## config.mk

```make
export PLATFORM = sky130hd
export DESIGN_NAME = vec_elem_seq
export DESIGN_NICKNAME = d
export VERILOG_FILES = /design/src/rtl/vls_pkg.sv /design/src/rtl/vls_offset_ctr.sv /design/src/rtl/vls_pred_gate.sv /design/src/rtl/vls_ctrl.sv /design/src/rtl/vec_elem_seq.sv
export SDC_FILE = /design/constraint.sdc
export NUM_CORES = 1
export LEC_CHECK = 0
export ABC_AREA = 1
export BUFFER_PORTS_ARGS = -buffer_cell sky130_fd_sc_hd__buf_2
export CORE_ASPECT_RATIO = 1.25
export CORE_MARGIN = 5
export CORE_UTILIZATION = 34
export DETAILED_ROUTE_END_ITERATION = 12
export GPL_TIMING_DRIVEN = 0
export SYNTH_ARGS = -nofsm -noshare
export SYNTH_HDL_FRONTEND = slang
export SYNTH_HIERARCHICAL = 1
export SYNTH_SLANG_ARGS = --single-unit
```

## constraint.sdc

```tcl
create_clock -name clk -period 2.21 [get_ports clk]
set_input_delay 0.1105 -clock clk [delete_from_list [all_inputs] [get_ports clk]]
set_output_delay 0.1105 -clock clk [all_outputs]
set_load 0.05 [all_outputs]
```

## src/rtl/vls_pkg.sv

```systemverilog
package vls_pkg;
   typedef enum logic [1:0] {
      ST_IDLE = 2'd0,
      ST_RUN  = 2'd1,
      ST_FIN  = 2'd2
   } vls_state_e;

   localparam int unsigned N_OPND = 3;
   localparam int unsigned OPND_RT = 0;
   localparam int unsigned OPND_RA = 1;
   localparam int unsigned OPND_RB = 2;
endpackage

```

## src/rtl/vls_offset_ctr.sv

```systemverilog
module vls_offset_ctr #(
   parameter int unsigned REG_W = 7
) (
   input  logic             clk,
   input  logic             rst_n,
   input  logic             clr,
   input  logic             step,
   input  logic             is_vec,
   input  logic [REG_W-1:0] base,
   output logic [REG_W-1:0] reg_num
);
   logic [REG_W-1:0] off_q;

   if (REG_W < 1) begin : g_bad_w
      $error("vls_offset_ctr: REG_W must be at least 1");
   end

   always_ff @(posedge clk or negedge rst_n) begin
      if (!rst_n)              off_q <= '0;
      else if (clr)            off_q <= '0;
      else if (step && is_vec) off_q <= off_q + REG_W'(1);
   end

   // modular add: truncation to REG_W bits gives the wrap
   assign reg_num = base + off_q;

   p_scalar_base_r4: assert property (@(posedge clk) disable iff (!rst_n)
      !is_vec |-> off_q == '0);
   p_vec_step_r3: assert property (@(posedge clk) disable iff (!rst_n)
      (step && is_vec && !clr) |=> off_q == $past(off_q) + REG_W'(1));
endmodule

```

## src/rtl/vls_pred_gate.sv

```systemverilog
module vls_pred_gate (
   input  logic run,
   input  logic pred_bit,
   input  logic iss_ready,
   output logic iss_valid,
   output logic step
);
   always_comb begin
      iss_valid = run & pred_bit;
      step      = run & (~pred_bit | iss_ready);
   end
endmodule

```

## src/rtl/vls_ctrl.sv

```systemverilog
module vls_ctrl
   import vls_pkg::*;
#(
   parameter int unsigned MAX_VL  = 8,
   parameter int unsigned VL_IN_W = 5,
   localparam int unsigned VL_W   = $clog2(MAX_VL + 1),
   localparam int unsigned IDX_W  = $clog2(MAX_VL)
) (
   input  logic               clk,
   input  logic               rst_n,
   input  logic               start,
   input  logic [VL_IN_W-1:0] vl_in,
   input  logic [MAX_VL-1:0]  pred_in,
   input  logic               step,
   output logic               accept,
   output vls_state_e         state,
   output logic [IDX_W-1:0]   idx,
   output logic               pred_bit
);
   vls_state_e        state_q, state_d;
   logic [VL_W-1:0]   vl_q, vl_eff;
   logic [MAX_VL-1:0] pred_q;
   logic [IDX_W-1:0]  idx_q;
   logic              last;

   if (MAX_VL < 2) begin : g_bad_vl
      $error("vls_ctrl: MAX_VL must be at least 2");
   end
   if (VL_IN_W < VL_W) begin : g_bad_vlin
      $error("vls_ctrl: VL_IN_W too narrow for MAX_VL");
   end

   always_comb begin
      if (vl_in > VL_IN_W'(MAX_VL)) vl_eff = VL_W'(MAX_VL);
      else                          vl_eff = VL_W'(vl_in);
   end

   assign accept = start && (state_q == ST_IDLE);
   assign last   = (VL_W'(idx_q) + VL_W'(1)) == vl_q;

   always_comb begin
      state_d = state_q;
      case (state_q)
         ST_IDLE: if (accept) state_d = (vl_eff == '0) ? ST_FIN : ST_RUN;
         ST_RUN:  if (step && last) state_d = ST_FIN;
         ST_FIN:  state_d = ST_IDLE;
         default: state_d = ST_IDLE;
      endcase
   end

   always_ff @(posedge clk or negedge rst_n) begin
      if (!rst_n) begin
         state_q <= ST_IDLE;
         vl_q    <= '0;
         pred_q  <= '0;
         idx_q   <= '0;
      end else begin
         state_q <= state_d;
         if (accept) begin
            vl_q   <= vl_eff;
            pred_q <= pred_in;
            idx_q  <= '0;
         end else if (state_q == ST_RUN && step && !last) begin
            idx_q <= idx_q + IDX_W'(1);
         end
      end
   end

   assign state    = state_q;
   assign idx      = idx_q;
   assign pred_bit = pred_q[idx_q];

   p_idx_hold_r1: assert property (@(posedge clk) disable iff (!rst_n)
      (state_q == ST_RUN && !step) |=> (state_q == ST_RUN) && $stable(idx_q));
   p_idx_inc_r1: assert property (@(posedge clk) disable iff (!rst_n)
      (state_q == ST_RUN && step && !last) |=> idx_q == $past(idx_q) + IDX_W'(1));
   p_vl_cap_r9: assert property (@(posedge clk) disable iff (!rst_n)
      state_q == ST_RUN |-> vl_q <= VL_W'(MAX_VL));
   p_start_ignored_r2: assert property (@(posedge clk) disable iff (!rst_n)
      (state_q != ST_IDLE) |=> $stable(vl_q) && $stable(pred_q));
endmodule

```

## src/rtl/vec_elem_seq.sv

```systemverilog
module vec_elem_seq
   import vls_pkg::*;
#(
   parameter int unsigned REG_W   = 7,
   parameter int unsigned MAX_VL  = 8,
   parameter int unsigned VL_IN_W = 5,
   localparam int unsigned IDX_W  = $clog2(MAX_VL)
) (
   input  logic               clk,
   input  logic               rst_n,
   input  logic               op_start,
   input  logic [REG_W-1:0]   op_rt,
   input  logic [REG_W-1:0]   op_ra,
   input  logic [REG_W-1:0]   op_rb,
   input  logic [2:0]         op_vec,
   input  logic [VL_IN_W-1:0] op_vl,
   input  logic [MAX_VL-1:0]  op_pred,
   output logic               pc_hold,
   output logic               iss_valid,
   input  logic               iss_ready,
   output logic [REG_W-1:0]   iss_rt,
   output logic [REG_W-1:0]   iss_ra,
   output logic [REG_W-1:0]   iss_rb,
   output logic [IDX_W-1:0]   iss_idx,
   output logic               seq_done
);
   vls_state_e       state;
   logic             accept, step, pred_bit, run;
   logic [IDX_W-1:0] idx;
   logic [REG_W-1:0] base_q [N_OPND];
   logic [REG_W-1:0] base_in [N_OPND];
   logic [REG_W-1:0] reg_out [N_OPND];
   logic [N_OPND-1:0] vec_q;

   assign base_in[OPND_RT] = op_rt;
   assign base_in[OPND_RA] = op_ra;
   assign base_in[OPND_RB] = op_rb;

   vls_ctrl #(.MAX_VL(MAX_VL), .VL_IN_W(VL_IN_W)) u_ctrl (
      .clk(clk), .rst_n(rst_n), .start(op_start), .vl_in(op_vl),
      .pred_in(op_pred), .step(step), .accept(accept), .state(state),
      .idx(idx), .pred_bit(pred_bit)
   );

   assign run = (state == ST_RUN);

   vls_pred_gate u_gate (
      .run(run), .pred_bit(pred_bit), .iss_ready(iss_ready),
      .iss_valid(iss_valid), .step(step)
   );

   for (genvar g = 0; g < N_OPND; g++) begin : g_opnd
      always_ff @(posedge clk or negedge rst_n) begin
         if (!rst_n) begin
            base_q[g] <= '0;
            vec_q[g]  <= 1'b0;
         end else if (accept) begin
            base_q[g] <= base_in[g];
            vec_q[g]  <= op_vec[g];
         end
      end

      vls_offset_ctr #(.REG_W(REG_W)) u_off (
         .clk(clk), .rst_n(rst_n), .clr(accept), .step(step),
         .is_vec(vec_q[g]), .base(base_q[g]), .reg_num(reg_out[g])
      );
   end

   assign iss_rt   = reg_out[OPND_RT];
   assign iss_ra   = reg_out[OPND_RA];
   assign iss_rb   = reg_out[OPND_RB];
   assign iss_idx  = idx;
   assign pc_hold  = (state != ST_IDLE);
   assign seq_done = (state == ST_FIN);

   p_issue_held_r2: assert property (@(posedge clk) disable iff (!rst_n)
      iss_valid |-> pc_hold);
   p_stall_stable_r6: assert property (@(posedge clk) disable iff (!rst_n)
      (iss_valid && !iss_ready) |=> iss_valid && $stable(iss_idx) &&
         $stable(iss_rt) && $stable(iss_ra) && $stable(iss_rb));
   p_masked_silent_r5: assert property (@(posedge clk) disable iff (!rst_n)
      (run && !pred_bit) |=> !(iss_valid && iss_idx == $past(idx)));
   p_done_pulse_r8: assert property (@(posedge clk) disable iff (!rst_n)
      seq_done |=> !seq_done && !pc_hold);
   p_zero_len_r7: assert property (@(posedge clk) disable iff (!rst_n)
      (accept && op_vl == '0) |=> seq_done && !iss_valid);
endmodule

```

==> flow_summary.toml <==
[power]
ir_drop_v = 0.0007115
clkPwrFrac_pct = 19.4
p_switching_w = 0.003668
power.internal_w = 0.003696
power.total_w = 0.007364
seqPwrFrac_pct = 25.8
netSwitchingFraction_pct = 49.81
pwr-share-comb_pct = 54.7
p_leak_nw = 2.778
powerDensity_nw_per_um2 = 1449

[run_status]
status = "finished, final reports clean"

[global_route]
grt_usage_pct = 14.21
grt_pass1_wl_um = 15750
globalRouteOverflowTotal = 0
grt_pass1_vias = 3523
antenna_found_initial = 0
grt_start_max_net_pins = 63

[final_layout]
seq_area_um2 = 1554
final_common_cell = "nand2_1"
nFillCells = 1122
final_cells = 759
final_cell_mix = "177 x nand2_1, 62 x buf_2, 60 x dfrtp_1"
syn2layout_area_growth_pct = 30.73
num_antenna_cells = 0
fin_nets = 685
multi_input_area_um2 = 1997
drive_above_1_share_pct = 23.24
stdcell_area_um2 = 5084

[route]
wl_met3_um = 274
post_drt_wl_per_cell_um = 11.95
vias_per_cell = 4.552
drt-initial-drc-count = 97
detail-route-antenna-nets = 0
vias = 3455
wirelength_um = 9071
first_pass_iters = 4
wl_met2_um = 4670
remaining_drc_errors = 0
wl_met1_um = 3985
top_layer_used = "met4"

[cts]
insertion_delay_ns = 0.33
clock-sinks = 62
clock_path_buffers = 2
clk_pin_slew_ns = 0.06
cts-root-buf = "clkbuf_16"
numCtsBuffers = 9
tritoncts = "built"
htree_levels = 3

[synth]
syn_area_per_cell_um2 = 7.670
ys_seq_area_share_pct = 39.90
synth_seq_cells = 62
syn_nets = 573
yosysWarnings = 6
synth_cell_type_count = 39
syn_area_um2 = 3889
synthCells = 507

[job]
drv_cap = 0

[floorplan]
rows = 43
fp.coreArea_um2 = 11140
die_x_um = 105.7
die_area_um2 = 13690
ios = 68
start_util_pct = 34.92
chipHeight_um = 129.6

[worst_setup_path]
crit_type = "reg2out"
crit_path_frequent_cell = "nand2_1"
slowest_stage = "dfrtp_1"
cp.required_ns = 2.10
worstPathArrival_ns = 1.98
cpLargestDelayFamily = "adder cells"
slowest_delay_ns = 0.39
startpoint_type = "register"
timing.critical_path.cells = "ha_1, inv_1, fa_2, o21ai_2, nand3_1, nand2_1, nand2_1, nand2_1, buf_6"
path_max_fanout = 4
critPathBufInv = 2
worstSetupEndpointType = "primary output"

[placed_design]
port_buffers = 67
place.gp.congestion = 0.7773
pre_cts_slack_ns = -0.1571
placed_cell_area_um2 = 4397
place_hpwl_um = 6665
dp.cells = 709

[timing]
setup_viol = 0
setup_ws_ns = 0.1172
tns_ns = 0
hold_viol = 0
slew-limit-headroom_pct = 45.58
period_minus_slack_ns = 2.093
max_freq_mhz = 477.8
fin_crit_sh_pct = 94.69
tightest_slew_ns = 0.8163
rsz0062_at_grt = "false"
slew_viol_final = 0
finClkSkew_ns = 0.006648

[min_path]
min_path_type = "in2reg"
flip-flops by register name, summed over array words and instances (netlist names):
name	cells
g_opnd.u_off/off_q	21
u_ctrl/pred_q	8
u_ctrl/vl_q	4
u_ctrl/state	2
base_q	21
u_ctrl/idx	3
vec_q	3
per-stage QoR:
stage	util [%]	hold WS, ns
global route	45.65	0.03774
global placement	39.46	0.3044
floorplan	-	-0.1851
detailed placement	39.48	0.2661
finish	45.65	0.01294
CTS	45.29	0.003528
cell type report:
class	instances	area share (%)
clock inverter	7	1.575
timing repair buffer	101	13.56
tap	135	3.323
buffer	8	1.797
inverter	72	5.464
sequential	62	30.57
clock buffer	9	4.430
multi-input combinational	365	39.28
worst paths after layout:
check / start / end / slack (ns) / depth (start not counted)
max: g_opnd[1].u_off/off_q[0]$_DFFE_PN0P_ / iss_ra[6] / 0.12 / 9
min: op_vl[1] / u_ctrl/vl_q[1]$_DFFE_PN0P_ / 0.01 / 3
max reg2reg: u_ctrl/idx[0]$_DFFE_PN0P_ / g_opnd[0].u_off/off_q[3]$_DFFE_PN0P_ / 0.24 / 12
min reg2reg: u_ctrl/pred_q[6]$_DFFE_PN0P_ / u_ctrl/pred_q[6]$_DFFE_PN0P_ / 0.48 / 2
max in group asynchronous: rst_n / u_ctrl/idx[0]$_DFFE_PN0P_ / 1.21 / 2
min in group asynchronous: rst_n / g_opnd[2].u_off/off_q[2]$_DFFE_PN0P_ / 0.39 / 2
power groups by stage:
stage / clock network, W / registers [W] / logic, W
detailed placement: 0 / 0.00192 / 0.00392
global placement: 0 / 0.00191 / 0.00386
finish: 0.00143 / 0.00190 / 0.00403
floorplan: 0 / 0.00187 / 0.00310
global route: 0.00152 / 0.00196 / 0.00445
CTS: 0.00147 / 0.00191 / 0.00401
worst reg2reg max path, delay by kind of cell (launching register included):
kind | cells | cell delay, ns
flip-flops | 1 | 0.43
buffers and inverters | 2 | 0.31
AO/OA/AOI/OAI | 3 | 0.49
AND/OR/NAND/NOR | 7 | 0.64
cells in the mapped netlist:
library cell	n	area share, %
a31oi_1	1	0.16
nand3_2	2	0.51
o32ai_1	1	0.23
o31ai_1	1	0.19
a22o_1	1	0.23
nor3_2	2	0.51
a21oi_2	1	0.23
nor2_8	2	1.0
inv_1	55	5.3
nand2_1	178	17
nor2_2	11	1.8
o22ai_1	1	0.16
nor2_1	36	3.5
nor3_1	3	0.39
xnor2_1	11	2.5
nand2_2	12	1.9
fa_1	3	1.5
inv_2	12	1.2
nand3b_1	4	0.77
a211oi_1	2	0.39
clkbuf_8	1	0.35
o21ai_0	6	0.77
inv_8	1	0.29
o21ai_1	7	0.90
dfrtp_1	62	40
a21oi_1	16	2.1
buf_12	1	0.51
nand3_1	22	2.8
or2_1	4	0.64
buf_2	2	0.26
nand2_4	3	0.87
buf_6	4	1.2
ha_1	22	7.1
nor3b_1	1	0.19
clkinv_1	4	0.39
nand4_1	8	1.3
mux2i_1	1	0.26
xor2_1	2	0.45
nor4_1	1	0.16
kinds of logic (layout without fill, tap and decap cells):
logic type / count (synthesis) / after routing / synth area share [%]
mux: 1 / 1 / 0.2574
simple gates: 289 / 289 / 33.56
compound gates: 37 / 37 / 5.309
buf+inv: 80 / 197 / 9.427
fa+ha+maj: 25 / 25 / 8.623
flops: 62 / 62 / 39.90
xor+xnor: 13 / 13 / 2.928
layer usage:
metal,up-vias,GRT usage [%]
met5,-,0
met4,0,5.335
met3,10,2.691
met2,63,26.61
met1,1577,16.00
li1,1805,-
what timing repair did:
action	CTS	global route
setup endpoints to repair	6	14
hold endpoints to repair	93	0
pin swaps	0	1
hold buffers	32	0
gates resized for setup	5	9
buffers inserted	0	2
Power figures use the tool's default switching activity.
